### config.mk
export PLATFORM = sky130hd
export DESIGN_NAME = kline_tx_guard
export DESIGN_NICKNAME = d
export VERILOG_FILES = /design/src/rtl/txg_pkg.sv /design/src/rtl/txg_timers.sv /design/src/rtl/txg_ctrl.sv /design/src/rtl/kline_tx_guard.sv
export SDC_FILE = /design/constraint.sdc
export NUM_CORES = 1
export LEC_CHECK = 0
export ABC_AREA = 1
export ABC_CLOCK_PERIOD_IN_PS = 2820
export BUFFER_PORTS_ARGS = -buffer_cell sky130_fd_sc_hd__buf_2
export CORE_MARGIN = 5
export CORE_UTILIZATION = 55
export DETAILED_ROUTE_END_ITERATION = 8
export GPL_TIMING_DRIVEN = 0
export PLACE_DENSITY = 0.72
export SLEW_MARGIN = 40
export SYNTH_ARGS = -nofsm -noshare
export SYNTH_HDL_FRONTEND = slang
export SYNTH_SLANG_ARGS = --single-unit
export TNS_END_PERCENT = 100
### constraint.sdc
create_clock -name clk -period 2.82 [get_ports clk]
set_input_delay 0.141 -clock clk [delete_from_list [all_inputs] [get_ports clk]]
set_output_delay 0.141 -clock clk [all_outputs]
set_load 0.02 [all_outputs]
### src/rtl/txg_pkg.sv
package txg_pkg;
  // strobes from control to the timer datapath
  typedef struct packed {
    logic clrAll;   // hold every timer cleared (override active)
    logic clrLow;   // clear the stuck-low accumulator (re-enable event)
  } txgStrobe_t;

  // window-complete flags from the datapath to control
  typedef struct packed {
    logic bcHit;    // mismatch window completes this cycle
    logic lowHit;   // stuck-low limit reached this cycle
    logic enaHit;   // qualification window completes this cycle
  } txgFlags_t;
endpackage

### src/rtl/txg_timers.sv
module txg_timers
  import txg_pkg::*;
#(
  parameter int T_BC  = 4,
  parameter int T_ENA = 16,
  parameter int T_LOW = 200,
  parameter int T_REC = 8
) (
  input  logic       clk,
  input  logic       rstN,
  input  logic       txd,
  input  logic       busLvl,
  input  txgStrobe_t strobe,
  output txgFlags_t  flags
);
  localparam int BCW  = $clog2(T_BC + 1);
  localparam int ENW  = $clog2(T_ENA + 1);
  localparam int LOW  = $clog2(T_LOW + 1);
  localparam int RECW = $clog2(T_REC + 1);
  localparam logic [BCW-1:0]  BC_LAST  = BCW'(T_BC - 1);
  localparam logic [BCW-1:0]  BC_MAX   = BCW'(T_BC);
  localparam logic [ENW-1:0]  ENA_LAST = ENW'(T_ENA - 1);
  localparam logic [ENW-1:0]  ENA_MAX  = ENW'(T_ENA);
  localparam logic [LOW-1:0]  LOW_LAST = LOW'(T_LOW - 1);
  localparam logic [LOW-1:0]  LOW_MAX  = LOW'(T_LOW);
  localparam logic [RECW-1:0] REC_LAST = RECW'(T_REC - 1);
  localparam logic [RECW-1:0] REC_MAX  = RECW'(T_REC);

  logic [BCW-1:0]  mmCnt;
  logic [ENW-1:0]  enaCnt;
  logic [LOW-1:0]  lowCnt;
  logic [RECW-1:0] hiCnt;
  logic mismatch, bothHigh;

  assign mismatch = txd ^ busLvl;
  assign bothHigh = txd & busLvl;

  always_comb begin
    flags.bcHit  = mismatch & (mmCnt == BC_LAST);
    flags.lowHit = ~txd & (lowCnt == LOW_LAST);
    flags.enaHit = bothHigh & (enaCnt == ENA_LAST);
  end

  // echo mismatch run
  always_ff @(posedge clk) begin
    if (!rstN || strobe.clrAll)        mmCnt <= '0;
    else if (!mismatch)                mmCnt <= '0;
    else if (mmCnt != BC_MAX)          mmCnt <= mmCnt + 1'b1;
  end

  // both-high qualification run
  always_ff @(posedge clk) begin
    if (!rstN || strobe.clrAll)        enaCnt <= '0;
    else if (!bothHigh)                enaCnt <= '0;
    else if (enaCnt != ENA_MAX)        enaCnt <= enaCnt + 1'b1;
  end

  // TxD high run, used to qualify the accumulator clear
  always_ff @(posedge clk) begin
    if (!rstN)                         hiCnt <= '0;
    else if (!txd)                     hiCnt <= '0;
    else if (hiCnt != REC_MAX)         hiCnt <= hiCnt + 1'b1;
  end

  // stuck-low accumulator: short high pulses do not clear it
  always_ff @(posedge clk) begin
    if (!rstN || strobe.clrAll || strobe.clrLow) lowCnt <= '0;
    else if (!txd) begin
      if (lowCnt != LOW_MAX)           lowCnt <= lowCnt + 1'b1;
    end else if (hiCnt >= REC_LAST)    lowCnt <= '0;
  end

  p_low_hold_r5: assert property (@(posedge clk) disable iff (!rstN)
    (txd && !strobe.clrAll && !strobe.clrLow && hiCnt < REC_LAST) |=> (lowCnt == $past(lowCnt)));

  p_low_clear_r5: assert property (@(posedge clk) disable iff (!rstN)
    (txd && !strobe.clrAll && hiCnt >= REC_LAST) |=> (lowCnt == '0));

  p_mm_clear_r3: assert property (@(posedge clk) disable iff (!rstN)
    (!mismatch) |=> (mmCnt == '0));
endmodule

### src/rtl/txg_ctrl.sv
module txg_ctrl
  import txg_pkg::*;
(
  input  logic       clk,
  input  logic       rstN,
  input  logic       ovrDrive,
  input  txgFlags_t  flags,
  output txgStrobe_t strobe,
  output logic       autoEn
);
  always_comb begin
    strobe.clrAll = ovrDrive;
    strobe.clrLow = flags.enaHit;
  end

  // faults take priority over qualification
  always_ff @(posedge clk) begin
    if (!rstN || ovrDrive)                 autoEn <= 1'b0;
    else if (flags.bcHit || flags.lowHit)  autoEn <= 1'b0;
    else if (flags.enaHit)                 autoEn <= 1'b1;
  end

  p_bc_off_r3: assert property (@(posedge clk) disable iff (!rstN)
    (flags.bcHit && !ovrDrive) |=> !autoEn);

  p_low_off_r4: assert property (@(posedge clk) disable iff (!rstN)
    (flags.lowHit && !ovrDrive) |=> !autoEn);

  p_ena_on_r2: assert property (@(posedge clk) disable iff (!rstN)
    (flags.enaHit && !flags.bcHit && !flags.lowHit && !ovrDrive) |=> autoEn);

  p_ovr_clear_r8: assert property (@(posedge clk) disable iff (!rstN)
    ovrDrive |=> !autoEn);

  p_rise_qual_r6: assert property (@(posedge clk) disable iff (!rstN)
    $rose(autoEn) |-> $past(flags.enaHit));
endmodule

### src/rtl/kline_tx_guard.sv
module kline_tx_guard
  import txg_pkg::*;
#(
  parameter int T_BC  = 4,
  parameter int T_ENA = 16,
  parameter int T_LOW = 200,
  parameter int T_REC = 8
) (
  input  logic clk,
  input  logic rstN,
  input  logic txd,
  input  logic busLvl,
  input  logic ovrDrive,
  input  logic ovrVal,
  output logic drvEn,
  output logic busOut,
  output logic statusOut,
  output logic statusOe,
  output logic rxdOut
);
  txgStrobe_t strobe;
  txgFlags_t  flags;
  logic       autoEn;

  txg_timers #(.T_BC(T_BC), .T_ENA(T_ENA), .T_LOW(T_LOW), .T_REC(T_REC)) u_timers (
    .clk(clk), .rstN(rstN), .txd(txd), .busLvl(busLvl), .strobe(strobe), .flags(flags)
  );

  txg_ctrl u_ctrl (
    .clk(clk), .rstN(rstN), .ovrDrive(ovrDrive), .flags(flags), .strobe(strobe), .autoEn(autoEn)
  );

  assign drvEn     = ovrDrive ? ~ovrVal : autoEn;
  assign busOut    = drvEn ? txd : 1'b1;
  assign statusOut = ~autoEn;
  assign statusOe  = ~ovrDrive;
  assign rxdOut    = busLvl;

  p_recessive_r10: assert property (@(posedge clk) disable iff (!rstN)
    !drvEn |-> busOut);

  p_rx_pass_r11: assert property (@(posedge clk) disable iff (!rstN)
    rxdOut == busLvl);

  p_force_r7: assert property (@(posedge clk) disable iff (!rstN)
    ovrDrive |-> (drvEn != ovrVal));
endmodule

## After elaboration in Yosys (flattened, before gate mapping)

Cells that the tools add are included.

- Reduce and logical (&&, ||, !) cells: 10
- Bitwise logic cells: 11
- Equality and inequality tests: 8
- Magnitude comparators: 1
- Add/sub/neg operators: 4
- Mux-type cells: 5

Operators by type and width:

| cell | count |
|---|---|
| 8-bit two-way mux | 3 |
| 8-bit by 1-bit adder with 8-bit output (second input constant) | 1 |
| 8-bit equality test (second input constant) | 1 |
| 8-bit != test (second input constant) | 1 |
| 1-bit inverter | 6 |
| 2-bit OR reduction | 3 |
| 5-bit by 1-bit adder with 5-bit output (second input constant) | 1 |
| 5-bit by 4-bit equality test with 1-bit output (second input constant) | 1 |
| 5-bit != test (second input constant) | 1 |
| 4-bit by 1-bit adder with 4-bit output (second input constant) | 1 |
| 1-bit AND | 4 |
| 4-bit by 3-bit >= comparator with 1-bit output (second input constant) | 1 |
| 4-bit != test (second input constant) | 1 |
| 2-bit AND reduction | 2 |
| 3-bit by 1-bit adder with 3-bit output (second input constant) | 1 |
| 3-bit by 2-bit equality test with 1-bit output (second input constant) | 1 |
| 1-bit logical OR | 3 |
| 3-bit != test (second input constant) | 1 |
| 1-bit two-way mux | 2 |
| 2-bit by 1-bit != test with 1-bit output (second input constant) | 1 |
| 2-bit nonzero test | 1 |
| 1-bit logical NOT | 1 |
| 1-bit bitwise XOR | 1 |

- Output and inout bits: 5
- Flip-flop bits (word level): 21

## Depth between registers and ports, before layout

- Depth after elaboration: 4
- Mapped depth: 9
- Depth with buffers taken out: 9

## Modules after synthesis

Synthesis repeated with hierarchy kept, for this count alone.

- Cell total of the unflattened synthesis: 185
- Area, all modules: 1248.7 um2

By module, submodules not included:

| module | cells each | times used | sequential area each (um2) | area each (um2) |
|---|---|---|---|---|
| txg_timers | 165 | 1 | 400.4 | 1141.1 |
| txg_ctrl | 11 | 1 | 20.0 | 67.6 |
| kline_tx_guard | 9 | 1 | 0.0 | 40.0 |

## Worst setup path before layout

No wires, ideal clock.

- Kind: register to register
- Start point: register u_timers.enaCnt[0]
- End point: register u_timers.lowCnt[2]
- Cell stages (with the launch flop): 10
- Data required time: 2.750 ns
- Library setup time: 0.070 ns
- Slack: 1.540 ns
- Path buffers: 0
- Arrival time: 1.211 ns
- Clock period less this slack: 1.280 ns
- Path through: dfxtp_1 > ha_1 > nand2_1 > nor2_1 > ha_1 > nand2_1 > nand2_2 > inv_1 > o21ai_0 > a21oi_1

- Word-level cells in the longest chain between the ends: 3

Ends and longest elaborated chain:

| item | line | source |
|---|---|---|
| start, declared | txg_timers.sv:30 | `logic [ENW-1:0] enaCnt;` |
| start signal, assigned | txg_timers.sv:55 | `else if (enaCnt != ENA_MAX) enaCnt <= enaCnt + 1'b1;` |
| 5-bit by 4-bit equality test with 1-bit output | txg_timers.sv:41 | `flags.enaHit = bothHigh & (enaCnt == ENA_LAST);` |
| 1-bit AND | txg_timers.sv:41 |  |
| 1-bit logical OR | txg_timers.sv:67 | `if (!rstN \|\| strobe.clrAll \|\| strobe.clrLow) lowCnt <= '0;` |
| end signal, assigned | txg_timers.sv:69 | `if (lowCnt != LOW_MAX) lowCnt <= lowCnt + 1'b1;` |
| end, declared | txg_timers.sv:31 | `logic [LOW-1:0] lowCnt;` |

Every way passes these cells.
A chain may end at the register's enable or synchronous reset.

## Final worst setup path

Ends and elaborated chain as after synthesis.

==> results by stage <==
Outcome:
- The run finished with clean final reports.

Synthesis:
- The fraction of registers with async set/reset is 0%.
- The number of enable-type register cells in the synthesized netlist is 0.
- The number of different library cells used by synthesis comes to 23.
- The number of cells produced by synthesis is 167.
- Yosys printed 0 warnings.
- Counting flops and latches in the post-synthesis netlist gives 21.
- The main flop type after synthesis is sky130_fd_sc_hd__dfxtp_1.
- Of the synthesized area, sequential elements account for 34.8%.
- The area share of the largest cell type after synthesis is 34.8%.
- By area the synthesized netlist is led by sky130_fd_sc_hd__dfxtp_1 (35%), sky130_fd_sc_hd__ha_1 (11%), sky130_fd_sc_hd__nand2_1 (9.6%).
- Synthesis produced a netlist with a net count of 184.
- The average instance in the mapped netlist occupies 7.24 µm².
- The largest total area in the synthesized netlist belongs to sky130_fd_sc_hd__dfxtp_1.
- The post-synth design cell area is 1210 µm².

Place:
- The final estimated routing congestion in global placement is 0.722.
- The count of buffers from port buffering is 10.
- At the placement stage, the worst setup path has a slack of 1.33 ns.
- The placed wire-length estimate is 1790 µm.

Layout:
- The fraction of layout cells with a size suffix above 1 is 18.2%.
- The number of nets in the finished design is 199.
- The filler cells instantiated in the layout total 220.
- Relative to the synthesized area, the layout overhead comes to 9.21%.
- The final standard cell utilization of the core is 61.4%.
- The number of diodes added for antenna fixing is 0.
- The most common cell after layout, fill and taps aside is sky130_fd_sc_hd__nand2_1.
- In the layout the commonest cells are sky130_fd_sc_hd__nand2_1 (31), sky130_fd_sc_hd__inv_1 (26), sky130_fd_sc_hd__dfxtp_1 (21).

Power:
- The overall power consumption is 0.493 mW.
- The maximum resistive drop on vdd is 0.253 mV.
- The cell area power density is 374 nW/µm².
- The static leakage is 0.567 nW.

STA:
- The number of hold-slack violations in the final timing report is 0.
- Timing would allow up to 661 MHz.
- In the post-route analysis, the smallest setup slack over all paths is 1.31 ns.
- The final critical path takes up 53.6% of the cycle.
- For the pin with the worst max-slew slack, the measured transition is 0.353 ns.
- Setup repair after global routing left no endpoint under its margin.
- The sum of negative setup slack is 0 ns.
- The worst max-slew margin expressed relative to the limit is 76.5%.
- The shortest period the worst path allows is 1.51 ns.
- On the final layout, the worst clock skew is 0.00334 ns.
- Setup violations remaining at the end of the flow were counted as 0.
- The max-slew violation count is 0.

Worst setup path:
- For the worst setup path, the data required time is 3.03 ns.
- Walking the worst path, the cells encountered are ha_1 -> nand2_1 -> nor2_1 -> ha_1 -> nand2_1 -> nand2_2 -> inv_1 -> o21ai_0 -> a21oi_1.
- The worst setup path is of the reg2reg kind.
- The worst setup path is captured at a register.
- On the worst path, the slowest cell contributes a delay of 0.39 ns.
- The reg-to-reg setup timing slack is 1.31 ns.
- Along the worst path, the maximum fanout reaches 6.
- The startpoint kind of the worst setup timing path is a register.
- The start of the worst register-to-register path is u_timers.enaCnt[0].
- The data arrival time at the worst-slack endpoint is 1.72 ns.
- The library cell contributing the largest single delay on the critical path is sky130_fd_sc_hd__dfxtp_1.
- In this run the worst setup path begins at u_timers.enaCnt[0].

Clock network:
- The number of buffers created by CTS is 3.
- Counting every sink on the clock net gives 21.
- Once the clock tree was built, the resizer swapped 0 gates to a different size.
- In this run the post-CTS setup repair buffer count came out at 0.
- The worst-case clock buffer depth is 2.
- The count of H-tree levels built during CTS is 1.
- The later-pin clock latency in the skew report is 0.31 ns.
- Buffers inserted to repair hold after CTS numbered 0.
- The CTS tree is done.
- The CTS root buffer is sky130_fd_sc_hd__clkbuf_4.
- The clock-pin slew on the worst setup and hold paths is 0.12 ns.

Floorplanning:
- For this configuration, the core starts out at a cell density of 56.3%.
- In this run the count of I/O pins placed on the die edge is 11.
- The floorplan step set the die height to 56.9 µm.
- In this run the standard cell core region covers 2150 µm².
- The overall die width is 56.9 µm.
- The total number of placement rows is 17.
- The floorplan step defined a die boundary enclosing 3240 µm².

Drt:
- The number of search-and-repair iterations in the first detailed-routing pass is 4.
- The number of remaining DRC errors is 0.
- The final layout contains routed wiring with a total length of 2300 µm.
- The violation count after the first detailed-route iteration is 18.
- The number of vias after detailed routing is 1091.
- The per-cell routed wire length is 11.0 µm.
- The residual antenna-violating net count after detailed routing is 0.
- The detail-routed via count per cell is 5.22.

GRT:
- The first global-routing pass estimated 3840 µm of wire.
- In the global route stage, met1 resource usage came out at 15.9%.
- The number of antenna violations at the first check in global routing came to 0.
- The maximum number of pins on one net before global-route repair is 12.
- The number of global-route vias before repair was 995.
- The total grt overflow is 0.
- In the global route stage, met3 resource usage came out at 2.07%.
- In the global route stage, met2 resource usage came out at 26.4%.
- In this run the most used layer during global routing was met2.
- For this run, the total global-route usage over all layers was measured as 15.0%.

Job:
- Max-cap violations in this run came to 0.

Min path:
- The hold path startpoint is ovrDrive.
- The path class of the tightest hold or removal check is in2reg.
## per-layer routing
layer  part of all wire (%)  vias up
met5                      0        -
met2                     52       13
met1                     43      504
met3                    2.0        8
met4                    3.0        0
li1                       -      566
## path summary, 6_finish.rpt
check,endpoint,cells past startpoint
setup / recovery,u_timers.lowCnt[2],9
hold / removal,u_ctrl.autoEn,4
setup reg to reg,u_timers.lowCnt[2],9
hold reg to reg,u_timers.hiCnt[0],1
## cells in the mapped netlist (3+ instances only)
| library cell | number |
|---|---|
| sky130_fd_sc_hd__nand2_1 | 31 |
| sky130_fd_sc_hd__dfxtp_1 | 21 |
| sky130_fd_sc_hd__nand2_2 | 4 |
| sky130_fd_sc_hd__nor2_1 | 11 |
| sky130_fd_sc_hd__a21oi_1 | 14 |
| sky130_fd_sc_hd__inv_2 | 4 |
| sky130_fd_sc_hd__o21ai_1 | 5 |
| sky130_fd_sc_hd__nor2_2 | 4 |
| sky130_fd_sc_hd__nor3_1 | 3 |
| sky130_fd_sc_hd__ha_1 | 11 |
| sky130_fd_sc_hd__o21ai_0 | 6 |
| sky130_fd_sc_hd__nand3_1 | 14 |
| sky130_fd_sc_hd__inv_1 | 26 |
## flip-flops by register name, indices dropped and copies added (netlist names)
signal	flops
u_timers.lowCnt	8
u_timers.mmCnt	3
u_ctrl.autoEn	1
u_timers.hiCnt	4
u_timers.enaCnt	5
## cell families after synthesis
| family | Yosys count | share of synthesized area, % |
|---|---|---|
| XOR/XNOR | 1 | 0.725 |
| buffers and inverters | 31 | 9.94 |
| adder cells (fa/ha/maj) | 11 | 11.4 |
| AO/OA/AOI/OAI | 30 | 13.8 |
| AND/OR/NAND/NOR | 73 | 29.4 |
| flip-flops | 21 | 34.8 |
## stage by stage
stage	cells	area, µm²	hold slack [ns]
after floorplan	167	1210	0.300
after global placement	205	1290	0.462
after detailed placement	205	1290	0.462
after CTS	209	1320	0.118
after global routing	209	1320	0.128
final	209	1320	0.124
## critical path, delay by kind of cell (launching register included)
kind | cells | cell delay, ns
AOI/OAI and AO/OA | 2 | 0.13
adders and majority gates | 2 | 0.36
buffers and inverters | 1 | 0.09
DFF | 1 | 0.39
and+or+nand+nor | 4 | 0.44
## power by group
group	switching, mW	total [mW]	internal (mW)
logic	0.0264	0.0413	0.0148
clock network	0.0931	0.148	0.0553
registers	0.00343	0.304	0.300
total	0.123	0.493	0.370
## area by class of cell
class	count	area, µm²	share of cell area, %
buffer	1	7.51	0.569
clock buffer	4	26.3	1.99
inverter	30	113	8.53
multi-input combinational	115	668	50.6
sequential	21	420	31.8
tap	28	35.0	2.65
timing repair buffer	10	50.0	3.79
No activity file was read; power rests on OpenSTA's default activity.
